File: config.mk
export PLATFORM = sky130hd
export DESIGN_NAME = aux_ctl_regfile
export DESIGN_NICKNAME = d
export VERILOG_FILES = /design/src/rtl/aux_ctl_pkg.sv /design/src/rtl/aux_ctl_sync.sv /design/src/rtl/aux_ctl_access.sv /design/src/rtl/aux_ctl_pwrfail.sv /design/src/rtl/aux_ctl_regfile.sv
export SDC_FILE = /design/constraint.sdc
export NUM_CORES = 1
export LEC_CHECK = 0
export ABC_AREA = 1
export BUFFER_PORTS_ARGS = -buffer_cell sky130_fd_sc_hd__buf_4
export CAP_MARGIN = 20
export CELL_PAD_IN_SITES_DETAIL_PLACEMENT = 0
export CELL_PAD_IN_SITES_GLOBAL_PLACEMENT = 1
export CORE_ASPECT_RATIO = 2
export CORE_UTILIZATION = 42
export DETAILED_ROUTE_END_ITERATION = 10
export GPL_TIMING_DRIVEN = 0
export HOLD_SLACK_MARGIN = 0.15
export PLACE_DENSITY = 0.83
export SLEW_MARGIN = 20
export SYNTH_ARGS = -nofsm -noshare
export SYNTH_HDL_FRONTEND = slang
export SYNTH_SLANG_ARGS = --single-unit
export TNS_END_PERCENT = 20
File: constraint.sdc
create_clock -name clk -period 1.14 [get_ports clk]
set_input_delay 0.057 -clock clk [delete_from_list [all_inputs] [get_ports clk]]
set_output_delay 0.057 -clock clk [all_outputs]
set_load 0.03 [all_outputs]
File: src/rtl/aux_ctl_pkg.sv
package aux_ctl_pkg;
  localparam int ADDR_W = 3;
  localparam int DATA_W = 32;
  localparam int BE_W   = DATA_W / 8;
  localparam int BYTE_W = 8;
  localparam int HALF_W = 16;
  localparam int NREG   = 7;

  typedef enum logic [ADDR_W-1:0] {
    RG_CFG   = 3'd0,
    RG_DIAG  = 3'd1,
    RG_MODEM = 3'd2,
    RG_AUX1  = 3'd3,
    RG_AUX2  = 3'd4,
    RG_LED   = 3'd5,
    RG_SYS   = 3'd6
  } reg_idx_e;

  localparam int CFG_PIE_BIT = 3;
  localparam int PS_OFF_BIT  = 0;
  localparam int PS_CLR_BIT  = 1;
  localparam int TC_BIT      = 0;
  localparam int SYS_RST_BIT = 0;
  localparam logic [DATA_W-1:0] SYS_RST_VAL = DATA_W'(2);

  // Lane mask that a register of the given index demands
  function automatic logic [BE_W-1:0] lanes_for(input int idx);
    if (idx == int'(RG_LED))      lanes_for = BE_W'((1 << (HALF_W / BYTE_W)) - 1);
    else if (idx == int'(RG_SYS)) lanes_for = {BE_W{1'b1}};
    else                          lanes_for = BE_W'(1);
  endfunction
endpackage

File: src/rtl/aux_ctl_sync.sv
module aux_ctl_sync #(
  parameter int STAGES = 2
) (
  input  logic clk,
  input  logic rst_n,
  input  logic d,
  output logic q
);
  logic [STAGES-1:0] sh_q, sh_d;

  always_comb sh_d = {sh_q[STAGES-2:0], d};

  always_ff @(posedge clk or negedge rst_n) begin
    if (!rst_n) sh_q <= '0;
    else        sh_q <= sh_d;
  end

  assign q = sh_q[STAGES-1];
endmodule

File: src/rtl/aux_ctl_access.sv
module aux_ctl_access
  import aux_ctl_pkg::*;
(
  input  logic              bus_valid,
  input  logic              bus_write,
  input  logic [ADDR_W-1:0] bus_addr,
  input  logic [BE_W-1:0]   bus_be,
  output logic [NREG-1:0]   wr_hit,
  output logic [NREG-1:0]   rd_hit
);
  for (genvar i = 0; i < NREG; i++) begin : g_reg
    localparam logic [BE_W-1:0] NEED = lanes_for(i);
    logic sel;
    assign sel       = bus_valid && (bus_addr == ADDR_W'(i)) && (bus_be == NEED);
    assign wr_hit[i] = sel && bus_write;
    assign rd_hit[i] = sel && !bus_write;
  end
endmodule

File: src/rtl/aux_ctl_pwrfail.sv
module aux_ctl_pwrfail (
  input  logic clk,
  input  logic rst_n,
  input  logic pf_sync,
  input  logic en,
  input  logic clr_wr,
  output logic stat,
  output logic evt
);
  logic prev_q, stat_q, stat_d;

  assign evt = pf_sync ^ prev_q;

  always_comb begin
    stat_d = stat_q;
    if (evt)         stat_d = pf_sync & en;
    else if (clr_wr) stat_d = 1'b0;
  end

  always_ff @(posedge clk or negedge rst_n) begin
    if (!rst_n) begin
      prev_q <= 1'b0;
      stat_q <= 1'b0;
    end else begin
      prev_q <= pf_sync;
      stat_q <= stat_d;
    end
  end

  assign stat = stat_q;
endmodule

File: src/rtl/aux_ctl_regfile.sv
module aux_ctl_regfile
  import aux_ctl_pkg::*;
#(
  parameter int SYNC_STAGES = 2
) (
  input  logic              clk,
  input  logic              rst_n,
  input  logic              bus_valid,
  input  logic              bus_write,
  input  logic [ADDR_W-1:0] bus_addr,
  input  logic [BE_W-1:0]   bus_be,
  input  logic [DATA_W-1:0] bus_wdata,
  output logic [DATA_W-1:0] bus_rdata,
  input  logic              pf_in,
  output logic              irq_o,
  output logic              fd_tc_o,
  output logic              shutdown_req_o,
  output logic              sys_reset_req_o
);
  localparam int I_CFG = int'(RG_CFG);
  localparam int I_DIAG = int'(RG_DIAG);
  localparam int I_MOD = int'(RG_MODEM);
  localparam int I_AUX1 = int'(RG_AUX1);
  localparam int I_AUX2 = int'(RG_AUX2);
  localparam int I_LED = int'(RG_LED);
  localparam int I_SYS = int'(RG_SYS);

  logic [NREG-1:0] wr_hit, rd_hit;
  logic            pf_sync, pf_stat, pf_evt;

  logic [BYTE_W-1:0] cfg_q, cfg_d, mod_q, mod_d, aux1_q, aux1_d, diag_q;
  logic [1:0]        aux2_q, aux2_d;
  logic [HALF_W-1:0] led_q;
  logic [DATA_W-1:0] sys_q, sys_d, rdata_d;
  logic              tc_q, tc_d, sd_q, sd_d, rr_q, rr_d;

  aux_ctl_access u_acc (
    .bus_valid(bus_valid), .bus_write(bus_write), .bus_addr(bus_addr),
    .bus_be(bus_be), .wr_hit(wr_hit), .rd_hit(rd_hit)
  );

  aux_ctl_sync #(.STAGES(SYNC_STAGES)) u_sync (
    .clk(clk), .rst_n(rst_n), .d(pf_in), .q(pf_sync)
  );

  aux_ctl_pwrfail u_pf (
    .clk(clk), .rst_n(rst_n), .pf_sync(pf_sync), .en(cfg_q[CFG_PIE_BIT]),
    .clr_wr(wr_hit[I_AUX2] && bus_wdata[PS_CLR_BIT]),
    .stat(pf_stat), .evt(pf_evt)
  );

  // Next-state for the registers cleared by reset
  always_comb begin
    cfg_d  = wr_hit[I_CFG]  ? bus_wdata[BYTE_W-1:0] : cfg_q;
    mod_d  = wr_hit[I_MOD]  ? bus_wdata[BYTE_W-1:0] : mod_q;
    aux1_d = wr_hit[I_AUX1] ? bus_wdata[BYTE_W-1:0] : aux1_q;
    aux2_d = wr_hit[I_AUX2] ? bus_wdata[1:0]        : aux2_q;
    tc_d   = wr_hit[I_AUX1] && bus_wdata[TC_BIT];
    sd_d   = wr_hit[I_AUX2] && bus_wdata[PS_OFF_BIT];
    rr_d   = wr_hit[I_SYS]  && bus_wdata[SYS_RST_BIT];
    sys_d  = bus_wdata[SYS_RST_BIT] ? SYS_RST_VAL : bus_wdata;
  end

  always_ff @(posedge clk or negedge rst_n) begin
    if (!rst_n) begin
      cfg_q  <= '0;
      mod_q  <= '0;
      aux1_q <= '0;
      aux2_q <= '0;
      tc_q   <= 1'b0;
      sd_q   <= 1'b0;
      rr_q   <= 1'b0;
    end else begin
      cfg_q  <= cfg_d;
      mod_q  <= mod_d;
      aux1_q <= aux1_d;
      aux2_q <= aux2_d;
      tc_q   <= tc_d;
      sd_q   <= sd_d;
      rr_q   <= rr_d;
    end
  end

  // Registers that survive reset: clock-enabled, no reset term
  always_ff @(posedge clk) begin
    if (wr_hit[I_DIAG]) diag_q <= bus_wdata[BYTE_W-1:0];
    if (wr_hit[I_LED])  led_q  <= bus_wdata[HALF_W-1:0];
    if (wr_hit[I_SYS])  sys_q  <= sys_d;
  end

  always_comb begin
    rdata_d = '0;
    if (rd_hit[I_CFG])  rdata_d = DATA_W'(cfg_q);
    if (rd_hit[I_DIAG]) rdata_d = DATA_W'(diag_q);
    if (rd_hit[I_MOD])  rdata_d = DATA_W'(mod_q);
    if (rd_hit[I_AUX1]) rdata_d = DATA_W'(aux1_q);
    if (rd_hit[I_AUX2]) rdata_d = DATA_W'({pf_stat, 3'b000, aux2_q});
    if (rd_hit[I_LED])  rdata_d = DATA_W'(led_q);
    if (rd_hit[I_SYS])  rdata_d = sys_q;
  end

  assign bus_rdata       = rdata_d;
  assign irq_o           = pf_stat & cfg_q[CFG_PIE_BIT];
  assign fd_tc_o         = tc_q;
  assign shutdown_req_o  = sd_q;
  assign sys_reset_req_o = rr_q;
endmodule

# After elaboration in Yosys (flattened, before gate mapping)
# Index checks and enable logic that the tools add are counted.
dict set report totals {
  ff_bits 89
  input_bits 44
  output_inout_bits 36
  wordCells 70
}
dict set report classes {
  n_eq_ne 9
  muxes 9
  n_bitwise 3
  reduce_logical 35
}
# operator count
set ops {}
lappend ops {{2-to-1 mux 32 bit} 6}
lappend ops {{logical AND 1 bit} 32}
lappend ops {{equality test 3 bit, second input constant} 3}
lappend ops {{2-to-1 mux 8 bit} 1}
lappend ops {{equality test 3 x 2 -> 1 bit, second input constant} 2}
lappend ops {{equality test 4 x 1 -> 1 bit, second input constant} 1}
lappend ops {{equality test 4 x 2 -> 1 bit, second input constant} 1}
lappend ops {{equality test 4 bit, second input constant} 1}
lappend ops {{equality test 3 x 1 -> 1 bit, second input constant} 1}
lappend ops {{zero test 3 bit} 1}
lappend ops {{AND 1 bit} 2}
lappend ops {{2-to-1 mux 1 bit} 2}
lappend ops {{nonzero test 2 bit} 1}
lappend ops {{zero test 1 bit} 1}
lappend ops {{XOR 1 bit} 1}

# Longest topological paths before layout
dict set report depth {
  ltp_word 11
  ltp_mapped 11
  mapped_depth_nobuf 10
}

# Modules after synthesis
# From an unflattened synthesis, not the netlist that was laid out.
dict set report unflattened {
  hier_cells 451
  hier_area_um2 4113.9
}
# module instances cells_each area_each_um2 seq_area_each_um2
set modules_own_cells {}
lappend modules_own_cells {aux_ctl_regfile 1 389 3774.9 2377.3}
lappend modules_own_cells {aux_ctl_access 1 48 196.4 0.0}
lappend modules_own_cells {aux_ctl_pwrfail 1 12 92.6 50.0}
lappend modules_own_cells {aux_ctl_sync 1 2 50.0 50.0}

# Worst setup path after synthesis
# OpenSTA, ideal clock, no wires.
dict set report synth_timing {
  kind {input -> register}
  start {input bus_be[1]}
  end {register sys_q[10], enable pin}
  setup_time_ns 0.419
  t_arrival_ns 1.850
  t_required_ns 0.721
  path_slack_ns -1.129
  stages 5
  path_buffers 0
  cell_sequence {nand2_1 -> nor2_1 -> and2_1 -> inv_1 -> nor2_1}
}
dict set report synth_via {
  elab_chain_len 3
}
# element line_no
set synth_rtl {}
lappend synth_rtl {{from (decl)} aux_ctl_regfile.sv:11} ;# input logic [BE_W-1:0] bus_be,
lappend synth_rtl {{equality test 4 bit} aux_ctl_access.sv:14} ;# assign sel = bus_valid && (bus_addr == ADDR_W'(i)) && (bus_be == NEED);
lappend synth_rtl {{logical AND 1 bit} aux_ctl_access.sv:14}
lappend synth_rtl {{logical AND 1 bit} aux_ctl_access.sv:15} ;# assign wr_hit[i] = sel && bus_write;
lappend synth_rtl {{net u_acc.wr_hit[6]} aux_ctl_access.sv:8} ;# output logic [NREG-1:0] wr_hit,
lappend synth_rtl {{to (signal assigned)} aux_ctl_regfile.sv:88} ;# if (wr_hit[I_SYS]) sys_q <= sys_d;
lappend synth_rtl {{to (decl)} aux_ctl_regfile.sv:34} ;# logic [DATA_W-1:0] sys_q, sys_d, rdata_d;
# The timed path passes the listed nets, and every way through them passes these cells.
# A chain may end at the register's enable or synchronous reset.

# Worst setup path after layout
dict set report layout_timing {
  start {register diag_q[7]}
  end {output bus_rdata[7]}
}
dict set report layout_via {
  elab_chain_len 6
}
# element line_no
set layout_rtl {}
lappend layout_rtl {{from (decl)} aux_ctl_regfile.sv:31} ;# logic [BYTE_W-1:0] cfg_q, cfg_d, mod_q, mod_d, aux1_q, aux1_d, diag_q;
lappend layout_rtl {{from (signal assigned)} aux_ctl_regfile.sv:86} ;# if (wr_hit[I_DIAG]) diag_q <= bus_wdata[BYTE_W-1:0];
lappend layout_rtl {{2-to-1 mux 32 bit} aux_ctl_regfile.sv:94} ;# if (rd_hit[I_DIAG]) rdata_d = DATA_W'(diag_q);
lappend layout_rtl {{2-to-1 mux 32 bit} aux_ctl_regfile.sv:95} ;# if (rd_hit[I_MOD]) rdata_d = DATA_W'(mod_q);
lappend layout_rtl {{2-to-1 mux 32 bit} aux_ctl_regfile.sv:96} ;# if (rd_hit[I_AUX1]) rdata_d = DATA_W'(aux1_q);
lappend layout_rtl {{2-to-1 mux 32 bit} aux_ctl_regfile.sv:97} ;# if (rd_hit[I_AUX2]) rdata_d = DATA_W'({pf_stat, 3'b000, aux2_q});
lappend layout_rtl {{2-to-1 mux 32 bit} aux_ctl_regfile.sv:98} ;# if (rd_hit[I_LED]) rdata_d = DATA_W'(led_q);
lappend layout_rtl {{2-to-1 mux 32 bit} aux_ctl_regfile.sv:99} ;# if (rd_hit[I_SYS]) rdata_d = sys_q;
lappend layout_rtl {{to (decl)} aux_ctl_regfile.sv:13} ;# output logic [DATA_W-1:0] bus_rdata,
# No other way between the ends.

==> impl_metrics.tcl <==
set metrics [dict create \
    wl_per_cell_um 16.7 \
    whs_endpoint "mod_q[0]" \
    antenna_cells 0 \
    path_clk_slew_ps 60 \
    cts_inserted_buffers 9 \
    grt_pass1_vias 3633 \
    outcome "finished, violations left" \
    drt_iter0_markers 125 \
    ys_warn_count 0 \
    place_congestion 0.877 \
    critPathLaunchType "register" \
    synthCells 425 \
    holdWs_ps 187 \
    crit_type "register to output pin" \
    p_leak_nw 2.81 \
    grt_first_pass_wirelength_mm 17.8 \
    die_w_um 71.8 \
    dieArea_sq_mm 0.0102 \
    grt_util_all_layers_pct 23.6 \
    power_density_mw_per_mm2 1200 \
    slew_violations 0 \
    die_h_um 142 \
    period_share_pct 118 \
    cts.path.max_buffers 2 \
    drt-pass1-iter-count 4 \
    synth_nets 469 \
    clock_skew_ps 0.314 \
    final_util_pct 65.7 \
    cts-root-buf "clkbuf_16" \
    finalWorstSetupSlack_ps -205 \
    area_growth_pct 50.9 \
    relSlewSlack_pct 60.1 \
    cts.sinks 88 \
    hp-class "input pin to register" \
    ios 80 \
    io_buffers 79 \
    via_per_inst 5.13 \
    setup-tns-final_ps -3840 \
    drive_gt1_share_pct 37.6 \
    rsz0062_at_grt "true" \
    fin_cells 676 \
    ff_latch_area_sq_mm 0.00248 \
    antenna_left 0 \
    reg2reg_to "cfg_q[3]" \
    ys_seq_area_share_pct 60.6 \
    violations "negative setup slack" \
    cts_tree "built" \
    rr_worst_depth 3 \
    holdCritStartpoint "bus_wdata[0]" \
    hpwlAfterDp_mm 7.44 \
    overflow 0 \
    crit_fanout 1 \
    worst_pin_slew_ps 599 \
    fin_nets 611 \
    routed_wl_mm 11.3 \
    via_count 3470 \
    peakVddDrop_mv 1.14 \
    arrival_ps 1290 \
    avgSynthCellArea_sq_um 9.62 \
    start_util_pct 43.6 \
    fmax_mhz 743 \
    setup_violations 64 \
    synth_cell_types 32 \
    grt_max_degree 34 \
    multi_input_area_sq_mm 0.00155 \
    timing.rr.start "cfg_q[3]" \
    placed_cells 608 \
    finalCriticalPeriod_ps 1350 \
    synth-seq-cells 88 \
    syn_area_sq_mm 0.00409 \
    worst_skew_pair.late_latency_ps 340 \
    worstPathRequired_ps 1080 \
    hold_viol 0 \
    cp-end-kind "output pin" \
    drc 0 \
    drv_cap 0 \
    fill_cells 749 \
    r2r_slack_ps 300 \
    hold_depth 3 \
    num_rows 50 \
    htree_num_levels 3 \
    antenna_found_initial 0 \
    design.core.area_sq_mm 0.00938 \
]
sequential cells by signal (all words and copies together) (netlist names):
register / flops
u_pf.stat: 1
mod_q: 8
sys_q: 31
aux2_q: 2
fd_tc_o: 1
sys_reset_req_o: 1
led_q: 16
u_pf.prev_q: 1
aux1_q: 8
u_sync.sh_q: 2
cfg_q: 8
shutdown_req_o: 1
diag_q: 8
cell usage in the layout (no fill, tap or decap), types with 2 or more instances in the layout:
cell type | netlist | routed
nand2_2 | 4 | 4
buf_8 | 0 | 3
buf_6 | 5 | 38
o21ai_2 | 9 | 10
nor2_4 | 2 | 17
clkbuf_1 | 3 | 3
nor3_1 | 3 | 3
inv_1 | 69 | 62
o21ai_1 | 6 | 7
nor4_4 | 0 | 2
buf_4 | 0 | 59
o21ai_0 | 14 | 12
a21oi_2 | 2 | 4
a22o_1 | 3 | 3
edfxtp_1 | 55 | 55
nand4_1 | 12 | 12
nor2_1 | 75 | 51
inv_4 | 0 | 3
o22ai_2 | 0 | 2
buf_2 | 4 | 2
inv_2 | 5 | 7
dlygate4sd3_1 | 0 | 34
clkinv_4 | 0 | 3
bufinv_16 | 0 | 2
nand2_4 | 1 | 7
nor2_2 | 6 | 16
nand3_2 | 4 | 7
a32o_2 | 0 | 4
nand3_1 | 12 | 8
clkbuf_16 | 0 | 11
dfrtp_1 | 33 | 32
nand2_1 | 80 | 73
synthesized netlist by cell type (all sizes together):
master | number | area, sq um
a21oi | 5 | 32.5
a22o | 3 | 26.3
a32o | 5 | 50.1
and2 | 1 | 6.26
buf | 10 | 80.1
clkbuf | 3 | 11.3
dfrtp | 33 | 826
edfxtp | 55 | 1650
inv | 74 | 278
nand2 | 85 | 337
nand3 | 16 | 100
nand4 | 13 | 87.6
nor2 | 83 | 342
nor3 | 4 | 25.0
nor4 | 2 | 25.0
o21ai | 29 | 179
o21bai | 1 | 11.3
o22ai | 2 | 12.5
xnor2 | 1 | 8.76
metrics by stage:
| stage | power [W] | setup WS (ps) | cell area [sq um] |
|---|---|---|---|
| 3_5_place_dp | 0.00398 | -683 | 4850 |
| 2_1_floorplan | 0.00374 | -178 | 4130 |
| 3_3_place_gp | 0.00397 | -674 | 4850 |
| 5_1_grt | 0.00767 | -312 | 6170 |
| 4_1_cts | 0.00743 | -229 | 5930 |
| 6_report | 0.00743 | -205 | 6170 |
kinds of logic (layout without fill, tap and decap cells):
group                  Yosys count  count (layout)  share of synthesized area, %
buffers and inverters           87             233                          9.03
AND/OR/NAND/NOR                204             205                          22.6
AO/OA/AOI/OAI                   45              45                          7.62
XOR/XNOR                         1               1                         0.214
flip-flops                      88              88                          60.6
where the power goes:
group	switching [W]	internal, W	total (W)
logic	0.000326	0.000291	0.000617
registers	0.0000324	0.00345	0.00348
clock network	0.00121	0.00212	0.00333
critical path: stages, from the launching register on:
cell and delay [ps]:
edfxtp_1 350, nand4_1 90, nand2_1 70, a21oi_2 110
nand4_1 150, buf_6 180
area by class of cell:
cell class | count | area share [%]
multi-input combinational | 251 | 25.1
sequential | 88 | 40.2
inverter | 74 | 4.91
buffer | 12 | 1.56
clock buffer | 11 | 4.28
clock inverter | 5 | 1.40
timing repair buffer | 131 | 20.4
tap | 104 | 2.11
worst max-delay path by stage:
stage | start | end | slack [ps] | cells past startpoint
6_report | diag_q[7] | bus_rdata[7] | -210 | 5
3_5_place_dp | bus_write | led_q[8] | -680 | 4
5_1_grt | diag_q[0] | bus_rdata[0] | -310 | 7
3_3_place_gp | bus_write | led_q[8] | -670 | 4
2_1_floorplan | bus_addr[0] | sys_q[10] | -180 | 6
4_1_cts | bus_addr[1] | bus_rdata[6] | -230 | 11
metal layers:
layer,routed length [um],GRT usage (%),vias up
li1,-,-,1669
met1,3930,24.6,1662
met2,6460,44.1,108
met3,429,3.55,31
met4,481,12.7,0
met5,0,0,-
repair_timing:
item	4_1_cts	5_1_grt
hold buffers	34	0
gates cloned	3	1
gates resized for setup	71	54
setup endpoints to repair	88	64
pin swaps	18	14
hold endpoints to repair	112	0
setup buffers	11	4
(Power assumes the default switching activity.)
